`config.mk`:
```
export PLATFORM = sky130hd
export DESIGN_NAME = win_layer_ctrl
export DESIGN_NICKNAME = d
export VERILOG_FILES = /design/src/rtl/win_ctrl_pkg.sv /design/src/rtl/win_wy_gate.sv /design/src/rtl/win_x_match.sv /design/src/rtl/win_line_ctr.sv /design/src/rtl/win_tile_ctr.sv /design/src/rtl/win_layer_ctrl.sv
export SDC_FILE = /design/constraint.sdc
export NUM_CORES = 1
export LEC_CHECK = 0
export BUFFER_PORTS_ARGS = -buffer_cell sky130_fd_sc_hd__buf_2
export CORE_MARGIN = 1
export CORE_UTILIZATION = 41
export CTS_CLUSTER_DIAMETER = 120
export DETAILED_ROUTE_END_ITERATION = 7
export PLACE_DENSITY = 0.78
export SLEW_MARGIN = 0
export SYNTH_ARGS = -nofsm -noshare
export SYNTH_HDL_FRONTEND = slang
export SYNTH_SLANG_ARGS = --single-unit
```
`constraint.sdc`:
```
create_clock -name clk -period 2.1 [get_ports clk]
set_clock_uncertainty 0.1 [all_clocks]
set_input_delay 0.105 -clock clk [delete_from_list [all_inputs] [get_ports clk]]
set_output_delay 0.105 -clock clk [all_outputs]
set_load 0.01 [all_outputs]
```
`src/rtl/win_ctrl_pkg.sv`:
```
// Shared types for the window layer controller.
package win_ctrl_pkg;
    // Layer feeding the tile fetcher.
    typedef enum logic {
        SRC_BG  = 1'b0,
        SRC_WIN = 1'b1
    } layer_src_e;
endpackage

```
`src/rtl/win_wy_gate.sv`:
```
// Per-frame vertical condition latch.
// Sets once cur_line equals wy; cleared by frame_start. Assumes frame_start
// is a single-cycle strobe.
module win_wy_gate #(
    parameter int LW = 8
) (
    input  logic          clk,
    input  logic          rst_n,
    input  logic          frame_start,
    input  logic [LW-1:0] cur_line,
    input  logic [LW-1:0] wy,
    output logic          wy_seen
);
    // Hold the vertical match until the next frame.
    always_ff @(posedge clk) begin
        if (!rst_n)                wy_seen <= 1'b0;
        else if (frame_start)      wy_seen <= 1'b0;
        else if (cur_line == wy)   wy_seen <= 1'b1;
    end
endmodule

```
`src/rtl/win_x_match.sv`:
```
// Horizontal start compare: pixel position plus seven equals wx.
// Purely combinational; carries one extra bit so no wrap can alias a match.
module win_x_match #(
    parameter int XW = 8
) (
    input  logic [XW-1:0] pix_x,
    input  logic [XW-1:0] wx,
    output logic          hit
);
    localparam int SW = XW + 1;
    logic [SW-1:0] x_plus;

    // Widened sum and compare.
    always_comb begin
        x_plus = {1'b0, pix_x} + SW'(7);
        hit    = (x_plus == {1'b0, wx});
    end
endmodule

```
`src/rtl/win_line_ctr.sv`:
```
// Window internal row counter.
// Cleared at frame start, stepped at the end of a line that used the window
// and on each same-line re-opening. Assumes line_end and reopen never coincide.
module win_line_ctr #(
    parameter int LW = 8
) (
    input  logic          clk,
    input  logic          rst_n,
    input  logic          frame_start,
    input  logic          line_end,
    input  logic          line_used,
    input  logic          reopen,
    output logic [LW-1:0] win_line
);
    // Row count update.
    always_ff @(posedge clk) begin
        if (!rst_n)                       win_line <= '0;
        else if (frame_start)             win_line <= '0;
        else if (line_end && line_used)   win_line <= win_line + 1'b1;
        else if (reopen)                  win_line <= win_line + 1'b1;
    end


    line_step_chk: assert property (@(posedge clk) disable iff (!rst_n)
        !$past(frame_start) |->
            (win_line == $past(win_line)) || (win_line == $past(win_line) + 1'b1));


    line_frame_zero_chk: assert property (@(posedge clk) disable iff (!rst_n)
        $past(frame_start) |-> (win_line == '0));
endmodule

```
`src/rtl/win_tile_ctr.sv`:
```
// Window horizontal tile counter.
// Clear has priority over advance; the count wraps at its width.
module win_tile_ctr #(
    parameter int TCW = 5
) (
    input  logic           clk,
    input  logic           rst_n,
    input  logic           clear,
    input  logic           advance,
    output logic [TCW-1:0] tile_x
);
    // Tile count update.
    always_ff @(posedge clk) begin
        if (!rst_n)        tile_x <= '0;
        else if (clear)    tile_x <= '0;
        else if (advance)  tile_x <= tile_x + 1'b1;
    end
endmodule

```
`src/rtl/win_layer_ctrl.sv`:
```
// Window layer activation controller.
// Opens the window on an exact horizontal match once the frame's vertical
// condition holds. A disable is deferred to the next tile boundary, and a
// same-line re-opening advances the window row. Assumes frame_start and
// line_end are single-cycle strobes and pix_x advances only with draw_en.
module win_layer_ctrl
    import win_ctrl_pkg::*;
#(
    parameter int XW  = 8,
    parameter int LW  = 8,
    parameter int TCW = 5
) (
    input  logic           clk,
    input  logic           rst_n,
    input  logic           frame_start,
    input  logic           line_end,
    input  logic           draw_en,
    input  logic [XW-1:0]  pix_x,
    input  logic [LW-1:0]  cur_line,
    input  logic [XW-1:0]  wx,
    input  logic [LW-1:0]  wy,
    input  logic           win_enable,
    input  logic           tile_done,
    output logic           win_active,
    output logic           fetch_restart,
    output logic           src_sel,
    output logic [LW-1:0]  win_line,
    output logic [TCW-1:0] win_tile_x,
    output logic           bg_tile_align
);
    logic       wy_seen;
    logic       x_hit;
    logic       active_q, pend_q, used_q, align_q, restart_q;
    logic       boundary, open_now, reopen, close_now;
    layer_src_e src_q;

    win_wy_gate #(.LW(LW)) u_wy (
        .clk(clk), .rst_n(rst_n), .frame_start(frame_start),
        .cur_line(cur_line), .wy(wy), .wy_seen(wy_seen)
    );

    win_x_match #(.XW(XW)) u_xm (
        .pix_x(pix_x), .wx(wx), .hit(x_hit)
    );

    // Open, re-open and deferred-close decisions for this cycle.
    always_comb begin
        boundary  = frame_start || line_end;
        open_now  = draw_en && win_enable && wy_seen && x_hit && !active_q && !boundary;
        reopen    = open_now && used_q;
        close_now = active_q && tile_done && (pend_q || !win_enable) && !boundary;
    end

    // Window state: active, pending disable, used-this-line, alignment, restart.
    always_ff @(posedge clk) begin
        if (!rst_n || boundary) begin
            active_q  <= 1'b0;
            pend_q    <= 1'b0;
            used_q    <= 1'b0;
            align_q   <= 1'b0;
            restart_q <= 1'b0;
        end else begin
            restart_q <= open_now || close_now;
            if (open_now) begin
                active_q <= 1'b1;
                used_q   <= 1'b1;
                align_q  <= 1'b0;
                pend_q   <= 1'b0;
            end else if (close_now) begin
                active_q <= 1'b0;
                pend_q   <= 1'b0;
                align_q  <= 1'b1;
            end else if (active_q && !win_enable) begin
                pend_q   <= 1'b1;
            end
        end
    end

    win_line_ctr #(.LW(LW)) u_line (
        .clk(clk), .rst_n(rst_n), .frame_start(frame_start), .line_end(line_end),
        .line_used(used_q), .reopen(reopen), .win_line(win_line)
    );

    win_tile_ctr #(.TCW(TCW)) u_tile (
        .clk(clk), .rst_n(rst_n),
        .clear(open_now || boundary),
        .advance(active_q && tile_done),
        .tile_x(win_tile_x)
    );

    // Output mapping.
    assign src_q         = active_q ? SRC_WIN : SRC_BG;
    assign src_sel       = src_q;
    assign win_active    = active_q;
    assign fetch_restart = restart_q;
    assign bg_tile_align = align_q;


    wy_gate_chk: assert property (@(posedge clk) disable iff (!rst_n)
        win_active |-> wy_seen);


    open_restart_chk: assert property (@(posedge clk) disable iff (!rst_n)
        $rose(win_active) |-> fetch_restart);


    close_on_tile_chk: assert property (@(posedge clk) disable iff (!rst_n)
        ($past(win_active) && !win_active && !$past(frame_start) && !$past(line_end))
            |-> ($past(tile_done) && fetch_restart && bg_tile_align));


    tile_zero_chk: assert property (@(posedge clk) disable iff (!rst_n)
        $rose(win_active) |-> (win_tile_x == '0));


    line_clear_chk: assert property (@(posedge clk) disable iff (!rst_n)
        $past(line_end) |-> (!win_active && !bg_tile_align && !src_sel));
endmodule

```
==> results.txt, run 1 <==
- Req. time, crit path: 2.24 ns
- Largest fanout of any net on the critical path: 6
- Number of hold violations in the final report: 0
- Fraction of synthesized cell area taken by the top area cell type: 33.1%
- Sequential-to-total area share from yosys stat: 33.1%
- STA classifies the critical path startpoint as an input pin.
* TritonCTS clock tree: built
- The analysis attributes to cell leakage a power of 0.716 nW.
- For this run, the leading register cell type out of synthesis is dfxtp_1.
* Kind of capture point of the worst setup path: register
* PD cells: 438 nW/um^2
* Hold path startpoint: tile_done
* DP Wirelength: 2300 um
* Chip Width: 55.0 um
- Ys async rst share: 0%
- The placed instances occupy a cell area of 1530 um^2.
- Setup repair after global routing left no endpoint under its margin.
* Post CTS Setup Buffer Count: 0
- Compared with the post-synthesis result, the final layout area differs by 36.5%.
- The cell count after synthesis came out at approximately 130.
- Synth Cell Area: 1150 um^2
- Yosys printed 0 warnings.
- Clock Tree Buf Depth: 2
* Period minus WS final: approximately 1.9 ns
- Headroom to the max-slew limit came out at 74.6%.
* Fraction of layout instances using a drive strength above 1: about two fifths
* Final worst slack: around 0.16 ns
* CP Class: input pin to register
- Capture instance of the worst register-to-register path: u_line.win_line[3]
- Timing analysis after detailed placement gives a worst setup slack of -0.149 ns.
* WHS: 0.0266 ns
- Rows: 18
- The flow ran to the end, and the final reports show no timing, DRC or antenna violations.
* 1st-pass router iterations: 4
* Largest net degree at the start of global routing: 12
* Final setup violation count: 0
* Yosys top cell by area: dfxtp_1
* Number of instances resized during post-cts repair: 0
* Average cell area after synthesis: 8.58 um^2
- By count the netlist is led by 19 x dfxtp_1, 16 x xor2_1, 14 x nand2_1.
- Total via count after detailed routing: 1192
- CTS clk-pin slew, worst paths: 0.12 ns
- Remaining antenna violation count after routing: 0
- Combinational cell fraction of total power: around 20%
- The worst hold path terminates at u_tile.tile_x[1].
* Largest cells by area after synthesis: dfxtp_1 33%, xor2_1 12%, xnor2_1 6.1%
- Number of library cell types mapped by synthesis: 38
- Gp weighted congestion: 0.836
- Depth of the worst register-to-register path: 6
* Number of enable flip-flop cells after synthesis: 0
- The tool flagged a number of max-cap violations equal to 0.
* DIE HEIGHT: 55.0 um
* Clock Sink Count: 19
* Final nets: approximately 240
- The number of antenna diodes in the final layout is 0.
- At the pin with the least slew margin, the transition time is 0.378 ns.
- In this run the clock root is driven by a clkbuf_4.
* Most frequent cell after synthesis: dfxtp_1
* CTS H-tree depth: 1
- FMAX: around 0.52 GHz
- Net count after synthesis: between 150 and 200
- Hold path depth: 4
- Worst reg2reg path startpoint: win_active
- Initial antenna violation count: 0
- The via count of the first global-routing pass was 1186.
* Critical Path AT: 2.08 ns
- Across the VDD grid, the largest voltage drop is 0.000434 V.
- After clock tree synthesis, the flow added hold-fix buffers numbering 0.
- The path class of the tightest hold or removal check is input pin to register.
* Routed vias/inst: approximately 5.2
* Final std cell area, no fill: 1570 um^2
- Internal power comes to approximately 0.50 mW.
* Part of the power in registers: 52.4%
- During I/O placement, the number of pins put on the boundary was 56.
* Aggregate global-route resource usage: a little over a fifth
- Summed over all layers, the routed wires come to 2820 um.
- The first global-routing pass estimated between 4000 and 5000 um of wire.
- Switch share: 27.0%
- In this run the standard cell core region covers between 2000 and 3000 um^2.
- Flip-flop and latch count after synthesis: 19
* Clock insertion delay at the later pin of the skew report: 0.30 ns
- For this configuration, the core starts out at a cell density of 44.8%.
- Worst reg2reg setup slack: 0.24 ns
- Buffers added on ports: 55
- Share of total power in the clock network: 27.9%
- After detailed routing, the average wire length per cell comes to 12.3 um.
- Final Max Tran Viols: 0
- After global routing the overflow that remains totals 0.
- For this block, the initial DRC count from the detailed router was 9.
- The die covers 3020 um^2.
* Final critical-path share of the clock period: between 90 and 100%
* DRC errors left: 0
- In this run, CTS created clock tree buffers numbering 3.
* Total net switching power: about 0.19 mW
## logic make-up (layout without fill, tap and decap cells)
logic type	after synthesis	in the layout	share of synthesized area [%]
adder cells (fa/ha/maj)	3	3	3.26
buffers and inverters	7	72	2.72
multiplexers	3	3	2.61
flip-flops	19	19	33.1
AND/OR/NAND/NOR	57	57	26.9
AO/OA/AOI/OAI	21	21	13.2
XOR/XNOR	24	24	18.3
## power by group through the flow
| stage | Clock (mW) | Combinational [mW] | Sequential (mW) |
|---|---|---|---|
| after floorplan | 0 | 0.0697 | 0.368 |
| after global placement | 0 | 0.129 | 0.368 |
| after detailed placement | 0 | 0.133 | 0.368 |
| after CTS | 0.197 | 0.134 | 0.360 |
| after global routing | 0.208 | 0.149 | 0.360 |
| final | 0.192 | 0.135 | 0.360 |
## sequential cells by signal (all words and copies together), names as in the netlist
signal           count
win_active           1
u_wy.wy_seen         1
used_q               1
pend_q               1
bg_tile_align        1
u_tile.tile_x        5
u_line.win_line      8
fetch_restart        1
## worst max-delay path: stages
cell and delay, ns:
buf_2 0.12, inv_1 0.05, ha_2 0.16, nand2b_1 0.07, a21o_2 0.21, a2111oi_4 0.36
nand4_2 0.15, o21a_1 0.24, or3_2 0.45, a21oi_1 0.14
## area by class of cell
type,count,area (um^2)
clock inverter,1,5.00
sequential,19,380
fill,242,998
clock buffer,3,22.5
multi-input combinational,108,766
tap,30,37.5
inverter,4,15.0
timing repair buffer,64,343
## metal layers
| layer | up-vias | track usage, % | routed length (um) |
|---|---|---|---|
| met1 | 546 | 22.9 | 1140 |
| met5 | - | 0 | 0 |
| met2 | 37 | 41.2 | 1480 |
| met4 | 0 | 8.75 | 48 |
| met3 | 6 | 2.19 | 148 |
| li1 | 603 | - | - |
## through the flow
stage	total power, mW	cells	setup TNS [ns]	util (%)
finish	0.687	229	0	61.1
global placement	0.497	225	-0.194	59.7
detailed placement	0.501	225	-0.640	59.7
CTS	0.691	229	0	60.8
floorplan	0.438	134	-0.00716	-
global route	0.718	229	0	61.1
## worst max-delay path by stage
stage / startpoint / endpoint
global route: pix_x[1] / u_line.win_line[3]
detailed placement: pix_x[0] / u_line.win_line[3]
floorplan: pix_x[1] / u_line.win_line[3]
global placement: pix_x[0] / u_line.win_line[3]
CTS: pix_x[0] / u_line.win_line[3]
finish: pix_x[0] / u_line.win_line[3]
## layout by cell type, fill, tap and decap left out, drive strengths merged, types with 2 or more instances in the layout
cell type / synthesis / final
xor2: 16 / 16
or4: 3 / 3
nor4: 4 / 4
and3: 2 / 2
nand2: 14 / 14
mux2i: 3 / 3
a21boi: 3 / 3
o21ai: 2 / 2
nor3: 3 / 3
clkbuf: 2 / 3
a21oi: 6 / 6
nand2b: 5 / 5
inv: 4 / 4
dfxtp: 19 / 19
buf: 1 / 64
nand4: 7 / 7
a31o: 2 / 2
nand3: 2 / 2
ha: 3 / 3
xnor2: 8 / 8
o21a: 2 / 2
nor2: 12 / 12
Power figures use the tool's default switching activity.
==> run 2: changes to the inputs <==
- ABC_AREA: default -> 1
- CORE_UTILIZATION: 41 -> 43
- PLACE_DENSITY: 0.78 -> 0.79
==> results.txt, run 2 <==
- Switch share: 27.2%
- For the pin with the worst max-slew slack, the measured transition is 0.397 ns.
- GR Overflow Total: 0
- Data arrives at the worst endpoint at 1.80 ns.
- In this run, the number of DRC markers left after iteration 0 of detailed routing was 44.
- Type of the tightest min-delay check: input pin to register
- Pin placement for this block handled 56 I/O pins.
- Based on the critical path, the design can be clocked at up to about 0.59 GHz.
- Entering global routing, the biggest net connects 12 pins.
- Combinational cells account for between 20% and 30% of the total power.
- Leading cell types by count after synthesis: 46 x nand2_1, 28 x inv_1, 25 x nand3_1
* Unrepaired setup endpoints after global routing: no
* Worst-path cell chain: inv_1 > nand2_1 > nor2_1 > nand2_1 > nor2_1 > nand3_1 > nor2_4 > nand4_4 > nand2_4 > nand2_1 > nand2_1 > a21oi_1
* Area Overhead vs Synth: 24.8%
- Total net switching power: 0.186 mW
* Initial antenna violation count: 0
- Buffers placed on the I/O ports in this run total 55.
- Counting along the longest clock path gives a buffer depth of 2.
* Clock Sink Count: 19
- On the critical path, the stage with the largest delay is an instance of dfxtp_1.
- The worst register-to-register path has a depth of 12.
* Worst slack after detailed placement: 0.178 ns
- Hold path startpoint: win_enable
- TritonCTS built the clock tree.
- After clock tree synthesis, the setup repair step added 0 buffers.
- The worst setup path is launched from a register.
- Final setup violation count: 0
* Number of global-route vias before repair: 1158
- PD cells: 415 nW/um^2
- The internal power of the cells totals between 0.4 and 0.5 mW.
- Slowest stage delay, CP: 0.34 ns
- Final Max Tran Viols: 0
* Largest fanout of any net on the critical path: 11
* Primary FF master, synth: dfxtp_1
- Min-Delay Endpoint: pend_q
- u_line.win_line holds more flip-flops than any other register.
- Number of hold violations in the final report: 0
- The largest registers in the layout are u_line.win_line x8, u_tile.tile_x x5.
- Worst reg2reg path startpoint: win_active
- Final nets: 295
- Summing over every cut layer, the via total after detailed routing is 1333.
* CTS H-tree depth: 1
* Sequential-to-total area share from yosys stat: 28.8%
- Initial standard-cell utilization of the core: a little under half
- Status: complete, but fails checks
* # Max-Cap Violations: 0
* Share of total power in the clock network: 27.4%
- For the worst-skew pair, the clock arrives at the later sink with an insertion delay of 0.30 ns.
* CP Class: register to register
* Average cell area after synthesis: 6.80 um^2
- Synthesis warning total: 0
- Setup TNS: 0 ns
- STA classifies the critical path endpoint as a register.
* Most common library cell in the layout ignoring fill and taps: buf_2
- Summing every instance area after synthesis gives 1320 um^2.
* Clock root buffer: clkbuf_4
- In this run the core area contains 19 standard-cell rows.
* Net count after synthesis: 236
- Fraction of layout instances using a drive strength above 1: ~29%
- Global-route wire length before repair: 4500 um
- After detailed routing, the number of vias per cell comes to 4.71.
* Largest cells by area after synthesis: dfxtp_1 29%, nand2_1 13%, nand3_1 9.5%
- VDD sags by at most 0.000176 V.
- Yosys top cell by area: dfxtp_1
* Final critical-path share of the clock period: 81.3%
- Aggregate global-route resource usage: 17.3%
- Leak pwr: 0.815 nW
- Capture instance of the worst register-to-register path: u_line.win_line[2]
- Synthesis produced 194 cells.
- Number of instances resized during post-cts repair: 0
- DP Wirelength: approximately 2200 um
- In the layout the commonest cells are 55 x buf_2, 46 x nand2_1, 28 x inv_1, 25 x nand3_1, 19 x dfxtp_1.
- The final reports fail on DRC.
- STA puts the critical path data required time at 2.19 ns.
- Across all register-to-register paths, the minimum setup slack is about 0.4 ns.
- Counting the buffers created by CTS gives 3.
- Remaining antenna violation count after routing: 0
- Along the worst hold path, the cell count comes to 4.
- Most frequent cell after synthesis: nand2_1
- Chip Width: 57.4 um
* Number of filler cells placed in the layout: 288
* Post-detailed-route wirelength per cell: 9.40 um
- Total wire length: 2660 um
- Counting distinct cell types in the post-synthesis netlist gives 24.
- Measured against its own limit, the worst slew margin works out to approximately 73%.
* 1st-pass router iterations: 6
- Max reg flops: 8
* Cell repeated most along the worst path: nand2_1
- The clock period could shrink to 1.71 ns.
- Fraction of synthesized cell area taken by the top area cell type: 28.8%
* Die outline area: 3300 um^2
- Antenna cell count: 0
- In the routed design, unresolved DRC markers number 3.
* Gp weighted congestion: 0.797
- The core region is 2830 um^2.
* Final worst slack: 0.392 ns
- Part of the power in registers: 52.7%
* Ys async rst share: 0%
- After clock tree synthesis, the clock-pin slew on the worst setup and hold paths is 0.10 ns.
- Number of enable flip-flop cells after synthesis: 0
- The die is 57.4 um tall.
- Flip-flop and latch count after synthesis: 19
[run 2: changes by cell type in the layout (fill, tap and decap cells not counted), moves of 3 or more]
cell | previous run | this run
mux2i_1 | 3 | 0
nand2_1 | 14 | 46
buf_4 | 9 | 1
nand2b_1 | 5 | 0
a21oi_1 | 6 | 15
or2_2 | 0 | 4
or4_1 | 3 | 0
nand2_2 | 0 | 3
inv_1 | 4 | 28
a21boi_0 | 3 | 0
nor2_4 | 0 | 3
nand3_1 | 1 | 25
xor2_1 | 16 | 7
[run 2: logic make-up (layout without fill, tap and decap cells)]
family	after synthesis	after routing	synth area share (%)
compound gates	18	18	7.77
xor+xnor	17	17	11.3
fa+ha+maj	3	3	2.84
buf+inv	32	90	10.5
flops	19	19	28.8
simple gates	105	105	38.8
[run 2: how the worst max path moves through the flow]
stage	from	slack [ns]	endpoint	cells past startpoint
6_report	win_active	0.39	u_line.win_line[2]	12
5_1_grt	win_active	0.17	u_line.win_line[2]	12
4_1_cts	win_active	0.38	u_line.win_line[2]	12
3_5_place_dp	pix_x[0]	0.18	u_line.win_line[2]	15
3_3_place_gp	pix_x[0]	0.22	u_line.win_line[2]	15
2_1_floorplan	pix_x[0]	0.51	u_line.win_line[0]	15
[run 2: repair_timing]
item | 4_1_cts | 5_1_grt
setup endpoints to repair | 0 | 0
endpoints found under the hold margin | 1 | 0
hold buffers | 1 | 0
[run 2: cell type report]
| cell class | instances | area (um^2) | share of cell area (%) |
|---|---|---|---|
| sequential | 19 | 380 | 23.1 |
| inverter | 29 | 109 | 6.61 |
| tap | 31 | 38.8 | 2.35 |
| timing repair buffer | 57 | 293 | 17.8 |
| clock buffer | 4 | 26.3 | 1.59 |
| multi-input combinational | 143 | 801 | 48.6 |
[run 2: power by group through the flow]
stage                     Combinational (mW)  Clock [mW]  Sequential (mW)
after floorplan                       0.0839           0            0.368
after global placement                 0.133           0            0.368
after detailed placement               0.136           0            0.368
after CTS                              0.138       0.192            0.360
after global routing                   0.154       0.202            0.360
final                                  0.137       0.187            0.360
[run 2: stage by stage]
stage	area, um^2	cells	total power, mW	hold slack, ns	util [%]
after global routing	1650	283	0.716	0.0429	58.2
after global placement	1610	278	0.501	0.306	57.0
after floorplan	1320	194	0.452	0.173	-
final	1650	283	0.684	0.0342	58.2
after CTS	1650	283	0.690	0.0264	58.2
after detailed placement	1610	278	0.505	0.310	57.0
[run 2: critical path: cells and delay by family (launching register included)]
family          cells  cell delay (ns)
simple gates       10             1.04
buf+inv             1             0.05
flops               1             0.34
compound gates      1             0.06
[run 2: routing by layer]
metal / share of wire [%] / global-route usage (%)
met1: 48 / 21.4
met2: 45 / 29.6
met3: 5.1 / 2.95
met4: 1.8 / 7.32
met5: 0 / 0
==> run 3: changes to the inputs <==
- CORE_UTILIZATION: 43 -> 47
- PLACE_DENSITY: 0.79 -> 0.82
- clock period: 2.1 -> 1.76 ns (I/O delays scaled with it)
==> results.txt, run 3 (same netlist as run 2, synthesis figures left out) <==
- The flow ran to the end, and the final reports show no timing, DRC or antenna violations.
- Compared with the post-synthesis result, the final layout area differs by 27.6%.
- After detailed routing, the met3 layer carries 145 um of wire.
- DP Wirelength: 2130 um
- Total wire length: between 2000 and 3000 um
- After detailed placement, the design holds a cell count of ~280.
- Chip Width: between 50 and 60 um
* Total via count after detailed routing: 1371
* Type of the tightest min-delay check: input pin to register
* Final setup violation count: 0
- The clock passes through at most 2 buffers.
- Setup repair after global routing left no endpoint under its margin.
* Slew headroom: 71.9%
- Worst slew pin tran: 0.410 ns
- The first detailed-routing pass ran for 4 iterations.
- TritonCTS built the clock tree.
- Kind of capture point of the worst setup path: register
- GR Overflow Total: 0
- Final critical-path share of the clock period: 91.4%
- Post-detailed-route wirelength per cell: 9.13 um
* Remaining antenna violation count after routing: 0
- The number of antenna violations at the first check in global routing was 0.
- Leaving out fill and tap cells, the most frequent cell in the layout is buf_2.
- Detailed routing placed a total of 1180 um of wire on met2.
- Post CTS Setup Buffer Count: 0
* Core Region: 2570 um^2
- Number of instances resized during post-cts repair: 0
- CTS built an H-tree with a depth of 1.
* Max reg flops: 8
- Period minus WS final: ~1.6 ns
- Final nets: 300
* Number of global-route vias before repair: 1144
- CTS clk-pin slew, worst paths: 0.10 ns
* Die outline area: 3020 um^2
- Clock buffer count from CTS: 3
- In the final layout, the registers with the most flip-flops are u_line.win_line x8, u_tile.tile_x x5.
- Largest fanout of any net on the critical path: 6
- Clock root buffer: clkbuf_4
* Final worst slack: between 0.15 and 0.2 ns
* DRC errors left: 0
- Peak supply drop: 0.000335 V
- Routed vias/inst: between 4 and 5
- By startpoint and endpoint, the worst setup path is classified as register to register.
* Aggregate global-route resource usage: 19.4%
* Power Total: 0.814 mW
- Routability-driven placement finished with a final weighted congestion of 0.793.
- PD cells: roughly 480 nW/um^2
- Buffers inserted to repair hold after CTS numbered 1.
* DIE HEIGHT: 55.0 um
- DRT iter0 DRCs: 21
* FMAX: 0.622 GHz
* Number of hold violations in the final report: 0
- Most used cells in the layout excluding fill and tap cells: 55 x buf_2, 46 x nand2_1, 28 x inv_1, 25 x nand3_1, 19 x dfxtp_1
- Largest net degree at the start of global routing: 11
- STA puts the critical path data arrival time at 1.69 ns.
- I/O pin cnt: 56
- 0 antenna diodes ended up in the layout.
- Fraction of layout instances using a drive strength above 1: around 30%
- The register with the most flip-flops in the final layout is u_line.win_line.
* Rows: 18
- Req. time, crit path: approximately 1.8 ns
* Number of standard cells in the final layout excluding fillers: roughly 290
- Prior to clock tree synthesis, the placed netlist has a worst setup slack of -0.0119 ns.
- # Max-Cap Violations: 0
- Initial standard-cell utilization of the core: 51.4%
- Signal routing reaches up to met4.
- Clock latency on the worst-skew pair, taken at its later pin, is 0.30 ns.
- Final Max Tran Viols: 0
- The count of buffers added on input and output ports is 55.
- The detailed router put a total of 1270 um of wire on met1.
- The tree built by TritonCTS fans out to 19 sinks.
- Global-route wire length before repair: 4300 um
- Counting the fill cells in the layout gives between 200 and 250.
- The analysis attributes to cell leakage a power of 0.839 nW.
- STA classifies the critical path startpoint as a register.
## run 3: power by group
part | total (mW) | internal (mW) | switching [mW]
clock | 0.217 | 0.0883 | 0.129
sequential | 0.430 | 0.430 | 0.0000311
combinational | 0.168 | 0.0805 | 0.0872
total | 0.814 | 0.598 | 0.216
## run 3: layout make-up
cell class / instances / area [um^2] / share of cell area, %
multi-input cells: 143 / 801 / 47.5
inverters: 29 / 109 / 6.46
clock buffers: 4 / 26.3 / 1.56
flip-flops and latches: 19 / 380 / 22.6
repair buffers: 62 / 330 / 19.6
well taps: 30 / 37.5 / 2.23
## run 3: stage by stage
step | util, % | hold slack [ns] | area (um^2) | setup TNS [ns]
after detailed placement | 64.2 | 0.287 | 1650 | -0.0286
after CTS | 65.6 | 0.0253 | 1680 | 0
after global routing | 65.6 | 0.0830 | 1680 | 0
after floorplan | - | 0.156 | 1320 | 0
final | 65.6 | 0.0268 | 1680 | 0
after global placement | 64.2 | 0.288 | 1650 | 0
## run 3: worst max-delay path, stage by stage, from the launching register on
cell,delay [ns]
dfxtp_1,0.34
inv_1,0.05
nand2_1,0.04
nor2_1,0.08
nand2_1,0.05
nor2_1,0.08
nand3_1,0.11
nor2_4,0.15
nand4_4,0.09
nand2_4,0.08
nand2_1,0.15
nand2_1,0.11
a21oi_1,0.06
## run 3: layer usage
metal | global-route usage (%) | up-vias
li1 | - | 747
met3 | 4.64 | 4
met2 | 33.7 | 46
met5 | 0 | -
met4 | 8.75 | 0
met1 | 22.3 | 574
## run 3: path summary, 6_finish.rpt
check           startpoint                 end  slack, ns  cells after the start
max reg2reg     win_active  u_line.win_line[4]       0.15                     12
min             win_enable              pend_q       0.03                      4
max             win_active  u_line.win_line[4]       0.15                     12
min reg2reg  bg_tile_align       bg_tile_align       0.35                      2
